--- src/rtl/spi_reg_pkg.sv ---
package spi_reg_pkg;
   localparam int unsigned BYTE_W = 8;
   localparam int unsigned BIT_CW = $clog2(BYTE_W);

   typedef logic [BYTE_W-1:0] byte_t;

   typedef enum logic {
      ACC_WRITE = 1'b0,
      ACC_READ  = 1'b1
   } acc_e;

   typedef struct packed {
      acc_e                  acc;
      logic [BYTE_W-2:0]     addr;
   } cmd_t;

   function automatic byte_t make_status(input logic partial_flag);
      byte_t s;
      s    = '0;
      s[0] = partial_flag;
      return s;
   endfunction
endpackage

--- src/rtl/spi_sync.sv ---
module spi_sync #(
   parameter int unsigned WIDTH   = 3,
   parameter int unsigned STAGES  = 2,
   parameter logic [WIDTH-1:0] RST_VAL = '0
) (
   input  logic             clk,
   input  logic             rst_n,
   input  logic [WIDTH-1:0] d,
   output logic [WIDTH-1:0] q
);
   if (STAGES < 2) begin : g_bad_stages
      $error("spi_sync: STAGES must be at least 2");
   end

   for (genvar g = 0; g < WIDTH; g++) begin : g_bit
      logic [STAGES-1:0] chain;
      always_ff @(posedge clk or negedge rst_n) begin
         if (!rst_n) chain <= {STAGES{RST_VAL[g]}};
         else        chain <= {chain[STAGES-2:0], d[g]};
      end
      assign q[g] = chain[STAGES-1];
   end
endmodule

--- src/rtl/spi_shift.sv ---
module spi_shift
   import spi_reg_pkg::*;
(
   input  logic  clk,
   input  logic  rst_n,
   input  logic  sel,
   input  logic  sel_start,
   input  logic  sck_rise,
   input  logic  sck_fall,
   input  logic  mosi,
   input  byte_t status_i,
   input  byte_t load_i,
   output logic  miso_bit,
   output logic  byte_done,
   output byte_t rx_byte,
   output logic  partial
);
   localparam logic [BIT_CW-1:0] LAST_BIT = BIT_CW'(BYTE_W - 1);

   logic [BIT_CW-1:0] bit_cnt;
   logic [BYTE_W-2:0] rx_sh;
   byte_t             tx_sh;
   logic              pend_load;

   always_ff @(posedge clk or negedge rst_n) begin
      if (!rst_n) begin
         bit_cnt   <= '0;
         rx_sh     <= '0;
         tx_sh     <= '0;
         pend_load <= 1'b0;
      end else if (!sel) begin
         bit_cnt   <= '0;
         pend_load <= 1'b0;
      end else if (sel_start) begin
         bit_cnt   <= '0;
         pend_load <= 1'b0;
         tx_sh     <= status_i;
      end else begin
         if (sck_rise) begin
            rx_sh   <= {rx_sh[BYTE_W-3:0], mosi};
            bit_cnt <= bit_cnt + 1'b1;
            if (bit_cnt == LAST_BIT) pend_load <= 1'b1;
         end
         if (sck_fall) begin
            if (pend_load) begin
               tx_sh     <= load_i;
               pend_load <= 1'b0;
            end else begin
               tx_sh <= {tx_sh[BYTE_W-2:0], 1'b0};
            end
         end
      end
   end

   assign miso_bit  = tx_sh[BYTE_W-1];
   assign byte_done = sel && !sel_start && sck_rise && (bit_cnt == LAST_BIT);
   assign rx_byte   = {rx_sh, mosi};
   assign partial   = (bit_cnt != '0);
endmodule

--- src/rtl/spi_regbank.sv ---
module spi_regbank
   import spi_reg_pkg::*;
#(
   parameter int unsigned NREG = 16,
   localparam int unsigned IDXW = $clog2(NREG)
) (
   input  logic                   clk,
   input  logic                   rst_n,
   input  logic                   we,
   input  logic [IDXW-1:0]        widx,
   input  byte_t                  wdata,
   input  logic [IDXW-1:0]        ridx,
   output byte_t                  rdata,
   output logic [NREG*BYTE_W-1:0] flat_o
);
   byte_t regs [NREG];

   for (genvar g = 0; g < NREG; g++) begin : g_reg
      always_ff @(posedge clk or negedge rst_n) begin
         if (!rst_n)                          regs[g] <= '0;
         else if (we && widx == IDXW'(g))     regs[g] <= wdata;
      end
      assign flat_o[g*BYTE_W +: BYTE_W] = regs[g];
   end

   assign rdata = regs[ridx];
endmodule

--- src/rtl/spi_reg_slave.sv ---
module spi_reg_slave
   import spi_reg_pkg::*;
#(
   parameter int unsigned NREG        = 16,
   parameter int unsigned SYNC_STAGES = 2
) (
   input  logic                   clk,
   input  logic                   rst_n,
   input  logic                   sck_i,
   input  logic                   mosi_i,
   input  logic                   ss_n_i,
   output logic                   miso_o,
   output logic                   miso_oe_o,
   output logic [NREG*BYTE_W-1:0] cfg_o
);
   localparam int unsigned IDXW = $clog2(NREG);
   localparam int unsigned AW   = BYTE_W - 1;

   if ((NREG & (NREG - 1)) != 0 || NREG < 2) begin : g_bad_nreg
      $error("spi_reg_slave: NREG must be a power of two, at least 2");
   end
   if (NREG > (1 << AW)) begin : g_bad_span
      $error("spi_reg_slave: NREG exceeds the command address span");
   end

   // synchronised pins: {ss_n, mosi, sck}; select idles high
   logic [2:0] pins_s;
   spi_sync #(.WIDTH(3), .STAGES(SYNC_STAGES), .RST_VAL(3'b100)) u_sync (
      .clk (clk),
      .rst_n (rst_n),
      .d   ({ss_n_i, mosi_i, sck_i}),
      .q   (pins_s)
   );

   logic sck_s, mosi_s, ss_n_s;
   assign {ss_n_s, mosi_s, sck_s} = pins_s;

   logic sck_q, ss_n_q;
   always_ff @(posedge clk or negedge rst_n) begin
      if (!rst_n) begin
         sck_q  <= 1'b0;
         ss_n_q <= 1'b1;
      end else begin
         sck_q  <= sck_s;
         ss_n_q <= ss_n_s;
      end
   end

   logic sel, sel_start, sel_end, sck_rise, sck_fall;
   assign sel       = !ss_n_s;
   assign sel_start = sel && ss_n_q;
   assign sel_end   = ss_n_s && !ss_n_q;
   assign sck_rise  = sck_s && !sck_q;
   assign sck_fall  = !sck_s && sck_q;

   // transaction state
   logic            in_cmd;
   acc_e            acc;
   logic [AW-1:0]   addr;
   logic            sticky;

   logic  byte_done, partial, miso_bit, we;
   byte_t rx_byte, rdata, load_byte, status_byte;
   cmd_t  cmd;

   assign cmd         = cmd_t'(rx_byte);
   assign status_byte = make_status(sticky);
   assign load_byte   = (acc == ACC_READ) ? rdata : '0;
   assign we          = byte_done && !in_cmd && (acc == ACC_WRITE);

   always_ff @(posedge clk or negedge rst_n) begin
      if (!rst_n) begin
         in_cmd <= 1'b1;
         acc    <= ACC_WRITE;
         addr   <= '0;
      end else if (!sel) begin
         in_cmd <= 1'b1;
      end else if (byte_done) begin
         if (in_cmd) begin
            in_cmd <= 1'b0;
            acc    <= cmd.acc;
            addr   <= cmd.addr;
         end else begin
            addr <= addr + 1'b1;
         end
      end
   end

   always_ff @(posedge clk or negedge rst_n) begin
      if (!rst_n)                      sticky <= 1'b0;
      else if (sel_end && partial)     sticky <= 1'b1;
      else if (byte_done && in_cmd)    sticky <= 1'b0;
   end

   spi_shift u_shift (
      .clk       (clk),
      .rst_n     (rst_n),
      .sel       (sel),
      .sel_start (sel_start),
      .sck_rise  (sck_rise),
      .sck_fall  (sck_fall),
      .mosi      (mosi_s),
      .status_i  (status_byte),
      .load_i    (load_byte),
      .miso_bit  (miso_bit),
      .byte_done (byte_done),
      .rx_byte   (rx_byte),
      .partial   (partial)
   );

   spi_regbank #(.NREG(NREG)) u_bank (
      .clk    (clk),
      .rst_n  (rst_n),
      .we     (we),
      .widx   (addr[IDXW-1:0]),
      .wdata  (rx_byte),
      .ridx   (addr[IDXW-1:0]),
      .rdata  (rdata),
      .flat_o (cfg_o)
   );

   assign miso_oe_o = sel;
   assign miso_o    = sel & miso_bit;
endmodule

--- config.mk ---
export PLATFORM = sky130hd
export DESIGN_NAME = spi_reg_slave
export DESIGN_NICKNAME = d
export VERILOG_FILES = /design/src/rtl/spi_reg_pkg.sv /design/src/rtl/spi_sync.sv /design/src/rtl/spi_shift.sv /design/src/rtl/spi_regbank.sv /design/src/rtl/spi_reg_slave.sv
export SDC_FILE = /design/constraint.sdc
export NUM_CORES = 1
export LEC_CHECK = 0
export ABC_CLOCK_PERIOD_IN_PS = 3200
export CORE_MARGIN = 3
export CORE_UTILIZATION = 40
export CTS_CLUSTER_SIZE = 30
export DETAILED_ROUTE_END_ITERATION = 6
export MAX_ROUTING_LAYER = met4
export PLACE_DENSITY = 0.64
export SYNTH_ARGS = -nofsm -noshare
export SYNTH_HDL_FRONTEND = slang
export SYNTH_SLANG_ARGS = --single-unit
--- constraint.sdc ---
create_clock -name clk -period 3.2 [get_ports clk]
set_input_delay 0.32 -clock clk [delete_from_list [all_inputs] [get_ports clk]]
set_output_delay 0.32 -clock clk [all_outputs]
set_load 0.005 [all_outputs]
Word level (Yosys, flattened, before mapping):

Index checks and enable logic that the tools add are counted.

* memories kept: 0
* output and inout bits: 130
* bits in latches: 0
* ROM bits: 0
* bits in writable memories: 0
* register bits: 165
* logic and storage cells: 117

* multiply operators: 0
* reduce and logical (&&, ||, !) cells: 43
* magnitude comparators: 1
* equality and inequality tests: 16
* div/mod/pow operators: 0
* add/sub/neg operators: 2
* bitwise operators: 5
* shifts and indexed selects: 0
* mux-type cells: 21

Operator list (number)
* 2-to-1 mux 8 bit: 6
* binary-select mux 8 bit (select 4 bit): 1
* == test 4 bit (second input constant): 8
* logical AND 1 bit: 27
* == test 4 x 3 -> 1 bit (second input constant): 4
* 2-to-1 mux 1 bit: 10
* 2-to-1 mux 3 bit: 3
* == test 4 x 2 -> 1 bit (second input constant): 2
* adder 7 x 1 -> 7 bit (second input constant): 1
* 2-to-1 mux 7 bit: 1
* logical NOT 1 bit: 6
* AND reduction 3 bit: 2
* nonzero test 2 bit: 3
* nonzero test 3 bit: 2
* greater-or-equal comparator 5 bit (second input constant): 1
* inverter 4 -> 5 bit: 1
* == test 4 x 1 -> 1 bit (second input constant): 1
* logical NOT 4 bit: 1
* AND reduction 2 bit: 2
* adder 3 x 1 -> 3 bit (second input constant): 1
* == test 3 bit (second input constant): 1
* inverter 1 bit: 3
* AND 1 bit: 1

Depth between registers and ports, before layout:

Gate-level depths: netlist of the first run.

* depth in word-level cells: 9
* depth in mapped cells: 7
* gate-level depth less buffers: 6

By module:

A second synthesis of the first run with hierarchy kept.

* cell total of the unflattened synthesis: 508
* area total of the unflattened synthesis: 7553.5 µm²

By module, submodules not included
* spi_regbank: sequential area each 3203.1 µm², instances 1, area each 5903.2 µm², cells each 364
* spi_shift: sequential area each 475.5 µm², instances 1, area each 979.7 µm², cells each 82
* spi_reg_slave: sequential area each 227.7 µm², instances 1, area each 495.5 µm², cells each 53
* spi_sync: sequential area each 152.6 µm², instances 1, area each 175.2 µm², cells each 9

Worst setup path before layout of the first run:

No wires, ideal clock.

* path type: register -> register
* start point: reg addr[1]
* end point: reg u_bank.regs (netlist bit u_bank.flat_o[64])
* required time: 3075 ps
* period minus slack after synthesis: 2263 ps
* arrival time: 2138 ps
* stages on the path, launching flop included: 8
* setup time: 125 ps
* slack: 937 ps
* cells stage by stage: dfrtp_1 clkbuf_1 buf_1 buf_2 inv_1 ha_1 nand2_1 mux2_2

* word-level cells in the longest chain between the ends: 2

RTL lines
* start: declaration: RTL line spi_reg_slave.sv:59 `logic [AW-1:0] addr;`
* start signal: assignment: RTL line spi_reg_slave.sv:82 `addr <= cmd.addr;`
* start signal: assignment: RTL line spi_reg_slave.sv:84 `addr <= addr + 1'b1;`
* == test 4 bit: RTL line spi_regbank.sv:21 `else if (we && widx == IDXW'(g)) regs[g] <= wdata;`
* logical AND 1 bit: RTL line spi_regbank.sv:21
* end signal: indexed assignment: RTL line spi_regbank.sv:21
* end: declaration: RTL line spi_regbank.sv:16 `byte_t regs [NREG];`

Every way passes these cells.
A chain may end at the register's enable or synchronous reset.

Worst setup path in the final report of the first run:

* start point: reg u_shift.bit_cnt[1]
* end point: reg u_bank.regs (netlist bit u_bank.flat_o[71])

* word-level cells in the longest chain between the ends: 5

RTL lines
* start: declaration: RTL line spi_shift.sv:20 `logic [BIT_CW-1:0] bit_cnt;`
* start signal: assignment: RTL line spi_shift.sv:41 `bit_cnt <= bit_cnt + 1'b1;`
* == test 3 bit: RTL line spi_shift.sv:56 `assign byte_done = sel && !sel_start && sck_rise && (bit_cnt == LAST_BIT);`
* logical AND 1 bit: RTL line spi_shift.sv:56
* logical AND 1 bit (2 in series): RTL line spi_reg_slave.sv:69 `assign we = byte_done && !in_cmd && (acc == ACC_WRITE);`
* logical AND 1 bit: RTL line spi_regbank.sv:21

Every way passes these cells.

==> results.py, run 1 <==
metrics = {
    "synthesis": {
        "number_of_synthesized_flops_with_an_enable_pin": 0,
        "synth_compound_gate_area_share": 0.0418,
        "yosys-top-cells-area": "dfrtp_1 54%, mux2_2 19%, mux4_2 4.9%",
        "synth.avg_cell_area_um2": 14.3,
        "most_common_library_cells_after_synthesis": "158 x dfrtp_1, 126 x mux2_2, 35 x mux2i_1, 25 x nand2_1, 19 x clkbuf_1",
        "synth.distinct_cells": 39,
        "synth_top_family_by_area": "multiplexers",
        "synth-xor-area-share": 0.00120,
        "synth-adder-area-share": 0.0120,
        "most_repeated_cell_in_the_gate_level_netlist_after_synthesis": "dfrtp_1",
        "netlist_instances": 512,
        "synth.cell_area_um2": 7300,
        "synth_top_cell_area_share": 0.542,
        "ys_ff_latch": 162,
        "mapped_nets": 524,
        "synth_top_flop_cell": "dfrtp_1",
        "post_synth_and_or_nand_nor_area_fraction": 0.0603,
        "yosysSeqAreaShare": 0.556,
        "synth.area.mux_share": 0.307,
        "synth-warning-count": 0,
        "async_reset_ff_frac": 1.00,
        "yosysTopAreaCell": "dfrtp_1",
    },
    "pwr": {
        "power.static_leakage_uw": 0.00429,
        "fin_total_pwr_uw": 4200,
        "pwr_cell_area_nw_per_um2": 445,
        "power.ir.vdd_worst_mv": 0.422,
    },
    "clocking": {
        "cts_buffer_depth": 2,
        "clock_tree.htree_level_count": 4,
        "cts_tree": "built",
        "cts.reportedPaths.clkPinSlew_ns": 0.06,
        "post_cts_setup_buffer_count": 0,
        "cts.sinks": 162,
        "clk_root_buffer_cell": "clkbuf_16",
        "clkLatencyLatePin_ns": 0.43,
        "cts_buffers": 17,
    },
    "floorplan": {
        "floorplan.initialDensity": 0.415,
        "coreArea_um2": 17600,
        "die-width_um": 141,
        "chipHeight_um": 141,
        "die_area_um2": 19900,
        "io-pin-count": 135,
        "core_rows": 48,
    },
    "timing": {
        "fin_setup_tns_ns": 0,
        "max_freq_ghz": 0.388,
        "timing_hold_violations_final": 0,
        "worst_slew_margin_rel": 0.358,
        "fin_worst_skew_ns": 0.00728,
        "timing_worst_slew_pin_value_ns": 0.955,
        "hold_slack_ns": 0.313,
        "report.final.slew_viol_count": 0,
        "min_period_over_period": 0.805,
        "unrepaired_setup_endpoints_after_global_routing": "no",
        "post_route_minimum_period_ns": 2.58,
        "finalSetupViolations": 0,
        "final_critical_path_setup_slack_ns": 0.625,
    },
    "cells_and_area": {
        "syn2layout_area_growth_pct": 29.2,
        "final_layout_size_suffix_gt1_frac": 0.299,
        "n_antenna_cell": 0,
        "final_net_count": 658,
    },
    "worst_setup_path": {
        "cp_data_arrival_time_ns": 2.88,
        "worst-setup-path-type": "reg -> reg",
        "endpoint_kind": "flip-flop",
        "worst_path_most_repeated_cell": "ha_1",
        "critPathRequiredTime_ns": 3.51,
        "worstSetupStartpointType": "flip-flop",
        "largest_fanout_on_the_critical_path": 8,
        "r2r_slack_ns": 0.62,
        "worstPathCellList": "ha_1, ha_1, nand3b_1, nor4_2, nand2_1, mux2_1",
        "cpMaxStageDelayCell": "nor4_2",
        "crit_path_max_incr_delay_ns": 0.50,
    },
    "drt": {
        "dr.first_iter.drc_count": 406,
        "drcViolationCount": 0,
        "detailroute.wirelength.met3_um": 800,
        "wl_met1_um": 8990,
        "wl_per_cell_um": 22.8,
        "drt_pass1_iterations": 4,
        "highest-signal-layer": "met4",
        "wl_um": 20100,
        "routed-via-count": 4956,
        "met2_wirelength_um": 9990,
        "final_antenna_net_count": 0,
        "ratio_of_routed_vias_to_standard_cells": 5.61,
    },
    "placed_design": {
        "io_buffers": 134,
        "detail_placement_hpwl_um": 14100,
        "place_congestion": 0.915,
        "dp_worst_setup_slack_ns": 0.653,
    },
    "run": {
        "timing.max_cap.violations": 0,
    },
    "grt": {
        "grt_first_pass_wirelength_um": 31700,
        "antenna_found_initial": 0,
        "largest_net_degree_at_the_start_of_global_routing": 74,
        "grt_usage": 0.216,
        "via_count_of_the_first_global_routing_pass": 5321,
        "overflow": 0,
    },
    "hold_path": {
        "hold_path.class": "in -> reg",
    },
    "outcome": {
        "outcome": "finished, final reports clean",
    },
}
[path summary, 6_finish.rpt]
check | cells after the start | start | to
min in group asynchronous | 2 | rst_n | u_bank.flat_o[1]
worst max-delay path | 6 | u_shift.bit_cnt[1] | u_bank.flat_o[71]
worst max register to register | 6 | u_shift.bit_cnt[1] | u_bank.flat_o[71]
worst min-delay path | 1 | ss_n_i | u_sync.g_bit[2].chain[0]
worst min register to register | 0 | u_sync.g_bit[1].chain[0] | u_sync.g_bit[1].chain[1]
max in group asynchronous | 3 | rst_n | u_bank.flat_o[2]
[kinds of logic (layout without fill, tap and decap cells)]
logic type / after synthesis / after routing
adders and majority gates: 7 / 7
and+or+nand+nor: 77 / 77
muxes: 187 / 187
DFF: 162 / 162
AOI/OAI and AO/OA: 41 / 41
buffers and inverters: 37 / 183
xor gates and xnor gates: 1 / 1
[per-stage QoR]
stage | utilization | cell area, um^2 | std cells
floorplan | - | 7300 | 512
global placement | 0.505 | 8880 | 851
detailed placement | 0.505 | 8880 | 851
CTS | 0.536 | 9430 | 883
global route | 0.536 | 9430 | 883
finish | 0.536 | 9430 | 883
[worst max-delay path, delay by kind of cell, from the launching register on]
family	cells	cell delay, ns
multiplexers	1	0.43
flip-flops	1	0.38
AND/OR/NAND/NOR	3	1.22
adder cells (fa/ha/maj)	2	0.42
[layer usage]
| metal | global-route usage | vias to the layer above |
|---|---|---|
| li1 | - | 2171 |
| met1 | 0.286 | 2628 |
| met2 | 0.338 | 128 |
| met3 | 0.0455 | 29 |
| met4 | 0.0622 | 0 |
| met5 | - | - |
[cells in the final DEF (no fill, tap or decap), types with 4 or more instances in the layout]
cell type,synthesis,final
dfstp_2,4,4
o21ai_0,5,5
dfrtp_1,158,157
a21oi_1,5,5
nand2b_1,4,4
mux2_2,126,126
buf_4,0,8
a22oi_1,17,17
mux2_1,10,10
a222oi_1,7,7
clkdlybuf4s50_1,0,133
inv_1,8,8
nand3_1,17,17
nand2_1,25,25
ha_1,7,7
nand2_4,4,4
mux4_2,16,16
nor2_1,7,7
mux2i_1,35,35
clkbuf_16,0,17
[power by group]
group / switching, uW / internal [uW] / leakage, uW
Sequential: 148 / 2080 / 0.00223
Clock: 802 / 1050 / 0.000255
Combinational: 64.1 / 50.4 / 0.00181
Total: 1010 / 3180 / 0.00429
[flip-flops by register name, indices dropped and copies added, names as in the netlist]
signal	flops
acc	1
addr	4
in_cmd	1
sck_q	1
ss_n_q	1
sticky	1
u_bank.flat_o	128
u_shift.bit_cnt	3
u_shift.pend_load	1
u_shift.rx_sh	7
u_shift.tx_sh	8
u_sync.g_bit.chain	6
[final cells by class]
class	count	area (um^2)
fill	1454	8170
sequential	162	4060
multi-input combinational	313	3090
timing repair buffer	144	1430
clock buffer	23	478
tap	225	282
clock inverter	8	55.1
inverter	8	30.0
[what timing repair did]
item | CTS | global route
hold endpoints to repair | 52 | 0
hold buffers | 1 | 0
gates resized for setup | 0 | 0
(Power assumes the default switching activity.)
==> run 2: changes to the inputs <==
ABC_CLOCK_PERIOD_IN_PS = 2650   (was 3200)
clock period = 2.65 ns   (was 3.2 ns; I/O delays follow)
==> run 2 against run 1 <==
Net effect:
- largest power group is now the clock network
- wire length is 0.45% higher
- hold slack worse by 0.055 ns
- design area is 2.6% higher
- highest routed layer unchanged
- clock-buffer cell count is 4 lower
- sequential share of layout area is 1.1 points lower
- non-clock buffer count is 10 higher
- via count is 0.69% higher
- cell count is 1.2% higher
==> results.py, run 2 (same netlist as run 1, synthesis figures left out) <==
metrics = {
    "outcome": {
        "outcome": "finished, final reports clean",
    },
    "placed_design": {
        "io_buffers": 134,
        "place_congestion": 0.838,
        "detail_placement_hpwl_um": 14200,
        "placedInstanceArea_um2": 8970,
    },
    "floorplan": {
        "core_rows": 48,
        "die-width_um": 141,
        "coreArea_um2": 17600,
        "floorplan.initialDensity": 0.415,
        "die_area_um2": 19900,
        "chipHeight_um": 141,
        "io-pin-count": 135,
    },
    "pwr": {
        "pwr-share-comb": 0.024,
        "pwr_cell_area_nw_per_um2": 589,
        "share_clk_of_total_power": 0.500,
        "netSwitchingFraction": 0.229,
        "share_seq_of_total_power": 0.476,
        "power.ir.vdd_worst_mv": 0.457,
        "intPower_uw": 4390,
        "power.static_leakage_uw": 0.00442,
        "p_switching_uw": 1300,
    },
    "drt": {
        "wl_um": 20200,
        "dr.first_iter.drc_count": 364,
        "ratio_of_routed_vias_to_standard_cells": 5.58,
        "drt_pass1_iterations": 5,
        "wl_per_cell_um": 22.6,
        "final_antenna_net_count": 0,
        "routed-via-count": 4990,
        "drcViolationCount": 0,
    },
    "clocking": {
        "cts_buffer_depth": 2,
        "clkLatencyLatePin_ns": 0.42,
        "cts_buffers": 17,
        "cts.sinks": 162,
        "post_cts_setup_buffer_count": 0,
        "clk_root_buffer_cell": "clkbuf_16",
        "clock_tree.htree_level_count": 4,
        "cts_tree": "built",
        "cts.reportedPaths.clkPinSlew_ns": 0.07,
    },
    "worst_setup_path": {
        "endpoint_kind": "flip-flop",
        "worst_path_most_repeated_cell": "ha_1",
        "worstPathCellList": "ha_1, ha_1, nand3b_1, nor4_2, nand2_1, mux2_1",
        "worst-setup-path-type": "reg -> reg",
        "worstSetupStartpointType": "flip-flop",
        "cpMaxStageDelayCell": "nor4_2",
        "critPathRequiredTime_ns": 2.96,
        "cp_data_arrival_time_ns": 2.77,
        "crit_path_max_incr_delay_ns": 0.46,
        "largest_fanout_on_the_critical_path": 8,
        "r2r_slack_ns": 0.19,
        "cpLargestDelayFamily": "simple AND/OR/NAND/NOR gates",
        "path_buf_inv": 0,
    },
    "timing": {
        "timing_hold_violations_final": 0,
        "report.final.slew_viol_count": 0,
        "unrepaired_setup_endpoints_after_global_routing": "no",
        "worst_slew_margin_rel": 0.483,
        "fin_setup_tns_ns": 0,
        "timing_worst_slew_pin_value_ns": 0.775,
        "post_route_minimum_period_ns": 2.46,
        "fin_worst_skew_ns": 0.00985,
        "max_freq_ghz": 0.406,
        "min_period_over_period": 0.929,
        "finalSetupViolations": 0,
    },
    "cells_and_area": {
        "syn2layout_area_growth_pct": 32.5,
        "final_net_count": 668,
        "final_layout_size_suffix_gt1_frac": 0.314,
        "fillCellCount": 1448,
        "largest_register_ffs": 128,
        "layout.cells.most_common_list": "157 x dfrtp_1, 133 x clkdlybuf4s50_1, 126 x mux2_2, 35 x mux2i_1, 25 x nand2_1",
        "n_antenna_cell": 0,
        "final_design_area_no_fill_um2": 9670,
        "commonest_non_fill_non_tap_cell_in_the_layout": "dfrtp_1",
    },
    "grt": {
        "antenna_found_initial": 0,
        "via_count_of_the_first_global_routing_pass": 5335,
        "overflow": 0,
        "grt_usage": 0.214,
        "grt_first_pass_wirelength_um": 31600,
        "largest_net_degree_at_the_start_of_global_routing": 81,
    },
    "run": {
        "timing.max_cap.violations": 0,
    },
    "hold_path": {
        "hold_path.class": "in -> reg",
    },
}
run 2: cell types whose count changed in the layout (fill, tap and decap cells not counted):
cell / delta
buf_4: +9
bufinv_16: +6
clkinv_2: -3
clkinvlp_4: -3
inv_6: +3
clkbuf_1: -2
clkbuf_8: -2
buf_12: +1
clkinv_4: +1
inv_8: +1
run 2: power groups by stage:
| stage | logic, uW | registers (uW) | clock network, uW |
|---|---|---|---|
| after global placement | 134 | 2750 | 0 |
| final | 137 | 2710 | 2850 |
| after CTS | 141 | 2710 | 2900 |
| after floorplan | 155 | 2590 | 0 |
| after global routing | 154 | 2730 | 3020 |
| after detailed placement | 139 | 2750 | 0 |
run 2: timing repair:
action,4_1_cts,5_1_grt
resized for setup,0,0
hold buffers,1,0
hold endpoints to repair,46,0
run 2: worst paths after layout:
kind / cells after the start / from / to
max reg2reg: 6 / u_shift.bit_cnt[1] / u_bank.flat_o[87]
min reg2reg: 0 / u_sync.g_bit[1].chain[0] / u_sync.g_bit[1].chain[1]
max: 6 / u_shift.bit_cnt[1] / u_bank.flat_o[87]
min: 1 / ss_n_i / u_sync.g_bit[2].chain[0]
max in group asynchronous: 3 / rst_n / u_bank.flat_o[83]
min in group asynchronous: 2 / rst_n / u_sync.g_bit[1].chain[0]
run 2: metal layers:
layer / GRT usage / part of all wire
met4: 0.0495 / 0.0091
met5: - / 0
met1: 0.290 / 0.45
met2: 0.341 / 0.50
met3: 0.0373 / 0.042
run 2: cell type report:
class | count | area (um^2) | share of cell area
multi-input combinational | 313 | 3090 | 0.320
tap | 225 | 282 | 0.0291
inverter | 8 | 30.0 | 0.00311
clock inverter | 13 | 244 | 0.0252
timing repair buffer | 154 | 1520 | 0.157
clock buffer | 19 | 443 | 0.0458
sequential | 162 | 4060 | 0.420
run 2: stage by stage:
| step | hold slack (ns) | setup slack (ns) | power, uW | util | cells |
|---|---|---|---|---|---|
| final | 0.258 | 0.188 | 5690 | 0.549 | 894 |
| after detailed placement | 0.255 | 0.243 | 2890 | 0.510 | 861 |
| after CTS | 0.249 | 0.215 | 5750 | 0.549 | 894 |
| after floorplan | -0.0306 | 0.387 | 2750 | - | 512 |
| after global placement | 0.244 | 0.274 | 2890 | 0.510 | 861 |
| after global routing | 0.247 | 0.0383 | 5900 | 0.549 | 894 |
==> run 3: changes to the inputs <==
GPL_ROUTABILITY_DRIVEN = 0   (was unset)
PLACE_DENSITY = 0.63   (was 0.64)
REMOVE_ABC_BUFFERS = 1   (was unset)
SYNTH_HIERARCHICAL = 1   (was unset)
==> run 3 against run 2 <==
Net effect:
- combinational power rose by 59%
- clock power fell by 11%
- design area rose by 3.3%
- sequential power rose by 4%
- total power fell by 1.9%
- via count fell by 3.5%
- first-iteration DRC count fell by 19%
- highest routed layer unchanged
==> results.py, run 3 <==
metrics = {
    "drt": {
        "drcViolationCount": 0,
        "routed-via-count": 4815,
        "wl_um": 20100,
        "dr.first_iter.drc_count": 295,
        "ratio_of_routed_vias_to_standard_cells": 5.33,
        "drt_pass1_iterations": 4,
        "wl_per_cell_um": 22.2,
        "final_antenna_net_count": 0,
    },
    "pwr": {
        "pwr_cell_area_nw_per_um2": 559,
        "power.ir.vdd_worst_mv": 0.420,
        "power.static_leakage_uw": 0.00461,
    },
    "worst_setup_path": {
        "cpMaxStageDelayCell": "mux4_1",
        "r2r_slack_ns": 0.15,
        "crit_path_max_incr_delay_ns": 0.61,
        "cp_data_arrival_time_ns": 2.78,
        "worstPathCellList": "buf_12, mux4_1, a22oi_1, nand2_1, and2_1, mux2_2, mux2i_1, o21ai_0",
        "worst-setup-path-type": "reg -> reg",
        "critPathRequiredTime_ns": 2.93,
        "largest_fanout_on_the_critical_path": 16,
        "endpoint_kind": "flip-flop",
        "worstSetupStartpointType": "flip-flop",
    },
    "synthesis": {
        "yosys-top-cells-area": "dfrtp_1 52%, mux2_2 21%, mux4_2 5.1%",
        "synth_top_flop_cell": "dfrtp_1",
        "yosysTopAreaCell": "dfrtp_1",
        "async_reset_ff_frac": 1.00,
        "synth_top_cell_area_share": 0.523,
        "ys_ff_latch": 162,
        "netlist_instances": 508,
        "synth-warning-count": 6,
        "most_repeated_cell_in_the_gate_level_netlist_after_synthesis": "dfrtp_1",
        "synth.distinct_cells": 40,
        "most_common_library_cells_after_synthesis": "158 x dfrtp_1, 143 x mux2_2, 23 x nand2_1, 17 x mux4_2, 16 x a22oi_1",
        "synth.cell_area_um2": 7550,
        "synth.avg_cell_area_um2": 14.9,
        "yosysSeqAreaShare": 0.537,
        "number_of_synthesized_flops_with_an_enable_pin": 0,
    },
    "clocking": {
        "clock_tree.htree_level_count": 4,
        "cts.sinks": 162,
        "clkLatencyLatePin_ns": 0.42,
        "cts_tree": "built",
        "cts_buffers": 17,
        "cts_buffer_depth": 2,
        "post_cts_setup_buffer_count": 0,
        "cts.reportedPaths.clkPinSlew_ns": 0.06,
        "clk_root_buffer_cell": "clkbuf_16",
    },
    "run": {
        "timing.max_cap.violations": 0,
    },
    "timing": {
        "final_critical_path_setup_slack_ns": 0.146,
        "timing_worst_slew_pin_value_ns": 0.795,
        "worst_slew_margin_rel": 0.470,
        "timing_hold_violations_final": 0,
        "max_freq_ghz": 0.399,
        "post_route_minimum_period_ns": 2.50,
        "report.final.slew_viol_count": 0,
        "finalSetupViolations": 0,
        "min_period_over_period": 0.945,
        "fin_worst_skew_ns": 0.00636,
    },
    "grt": {
        "overflow": 0,
        "antenna_found_initial": 0,
        "grt_usage": 0.209,
        "grt_first_pass_wirelength_um": 31400,
        "via_count_of_the_first_global_routing_pass": 5191,
        "largest_net_degree_at_the_start_of_global_routing": 73,
    },
    "placed_design": {
        "placedInstanceArea_um2": 9350,
        "dp_worst_setup_slack_ns": 0.0224,
        "io_buffers": 134,
        "detail_placement_hpwl_um": 13800,
    },
    "outcome": {
        "outcome": "finished, final reports clean",
    },
    "floorplan": {
        "core_rows": 49,
        "floorplan.initialDensity": 0.413,
        "die_area_um2": 20600,
        "chipHeight_um": 143,
        "io-pin-count": 135,
        "die-width_um": 143,
        "coreArea_um2": 18300,
    },
    "hold_path": {
        "hold_path.class": "in -> reg",
    },
    "cells_and_area": {
        "largest_register_ffs": 128,
        "final_design_area_no_fill_um2": 9990,
        "commonest_non_fill_non_tap_cell_in_the_layout": "dfrtp_1",
        "layout.cells.most_common_list": "157 x dfrtp_1, 143 x mux2_2, 133 x clkdlybuf4s50_1, 23 x nand2_1",
        "fillCellCount": 1488,
        "final_net_count": 671,
        "n_antenna_cell": 0,
        "final_layout_size_suffix_gt1_frac": 0.364,
        "syn2layout_area_growth_pct": 32.3,
    },
}
run 3: logic make-up (layout without fill, tap and decap cells):
kind of cell               count (synthesis)  after routing  synth area share
and+or+nand+nor                           78             78            0.0598
adders and majority gates                  4              4           0.00663
AOI/OAI and AO/OA                         38             38            0.0321
other                                      1              7          0.000496
xor gates and xnor gates                   1              1           0.00116
DFF                                      162            162             0.537
muxes                                    186            186             0.330
buffers and inverters                     38            199            0.0320
run 3: power by group:
part | internal [uW] | switching, uW
registers | 2550 | 286
clock network | 1540 | 996
logic | 109 | 109
run 3: final cells by class:
cell class / instances / area, um^2 / area share
clock buffer: 20 / 457 / 0.0457
clock inverter: 12 / 156 / 0.0157
sequential: 162 / 4060 / 0.407
inverter: 5 / 18.8 / 0.00188
timing repair buffer: 162 / 1720 / 0.172
tap: 229 / 287 / 0.0287
multi-input combinational: 314 / 3290 / 0.330
run 3: worst max-delay path: cells and delay by family (launching register included):
family	cells	cell delay [ns]
compound gates	2	0.37
mux	3	0.98
buf+inv	1	0.20
flops	1	0.56
simple gates	2	0.24
run 3: final timing paths:
kind,startpoint,to,cells after the start
min reg2reg,u_sync/g_bit[1].chain[0],u_sync/g_bit[1].chain[1],0
max reg2reg,addr[0],u_shift/tx_sh[2],8
min,ss_n_i,u_sync/g_bit[2].chain[0],1
max in group asynchronous,rst_n,u_sync/g_bit[2].chain[1],3
max,addr[0],u_shift/tx_sh[2],8
min in group asynchronous,rst_n,u_bank/flat_o[98],2
run 3: metrics by stage:
step | utilization | hold slack [ns] | total power [uW] | TNS (ns) | cells
final | 0.547 | 0.256 | 5580 | 0 | 904
after floorplan | - | -0.0306 | 2850 | -7.58 | 481
after CTS | 0.546 | 0.250 | 5630 | 0 | 904
after global routing | 0.547 | 0.259 | 5780 | -0.00101 | 904
after global placement | 0.512 | 0.323 | 3080 | 0 | 871
after detailed placement | 0.512 | 0.331 | 3100 | 0 | 871
run 3: timing repair:
item / CTS / global route
endpoints found under the setup margin: 0 / 132
gates resized for setup: 0 / 6
hold endpoints to repair: 68 / 0
hold buffers: 1 / 0
run 3: metal layers:
metal / GRT usage / vias up / routed length (um)
met5: - / - / 0
met4: 0.0500 / 0 / 210
met3: 0.0359 / 17 / 734
met2: 0.328 / 120 / 9950
met1: 0.287 / 2506 / 9170
li1: - / 2172 / -
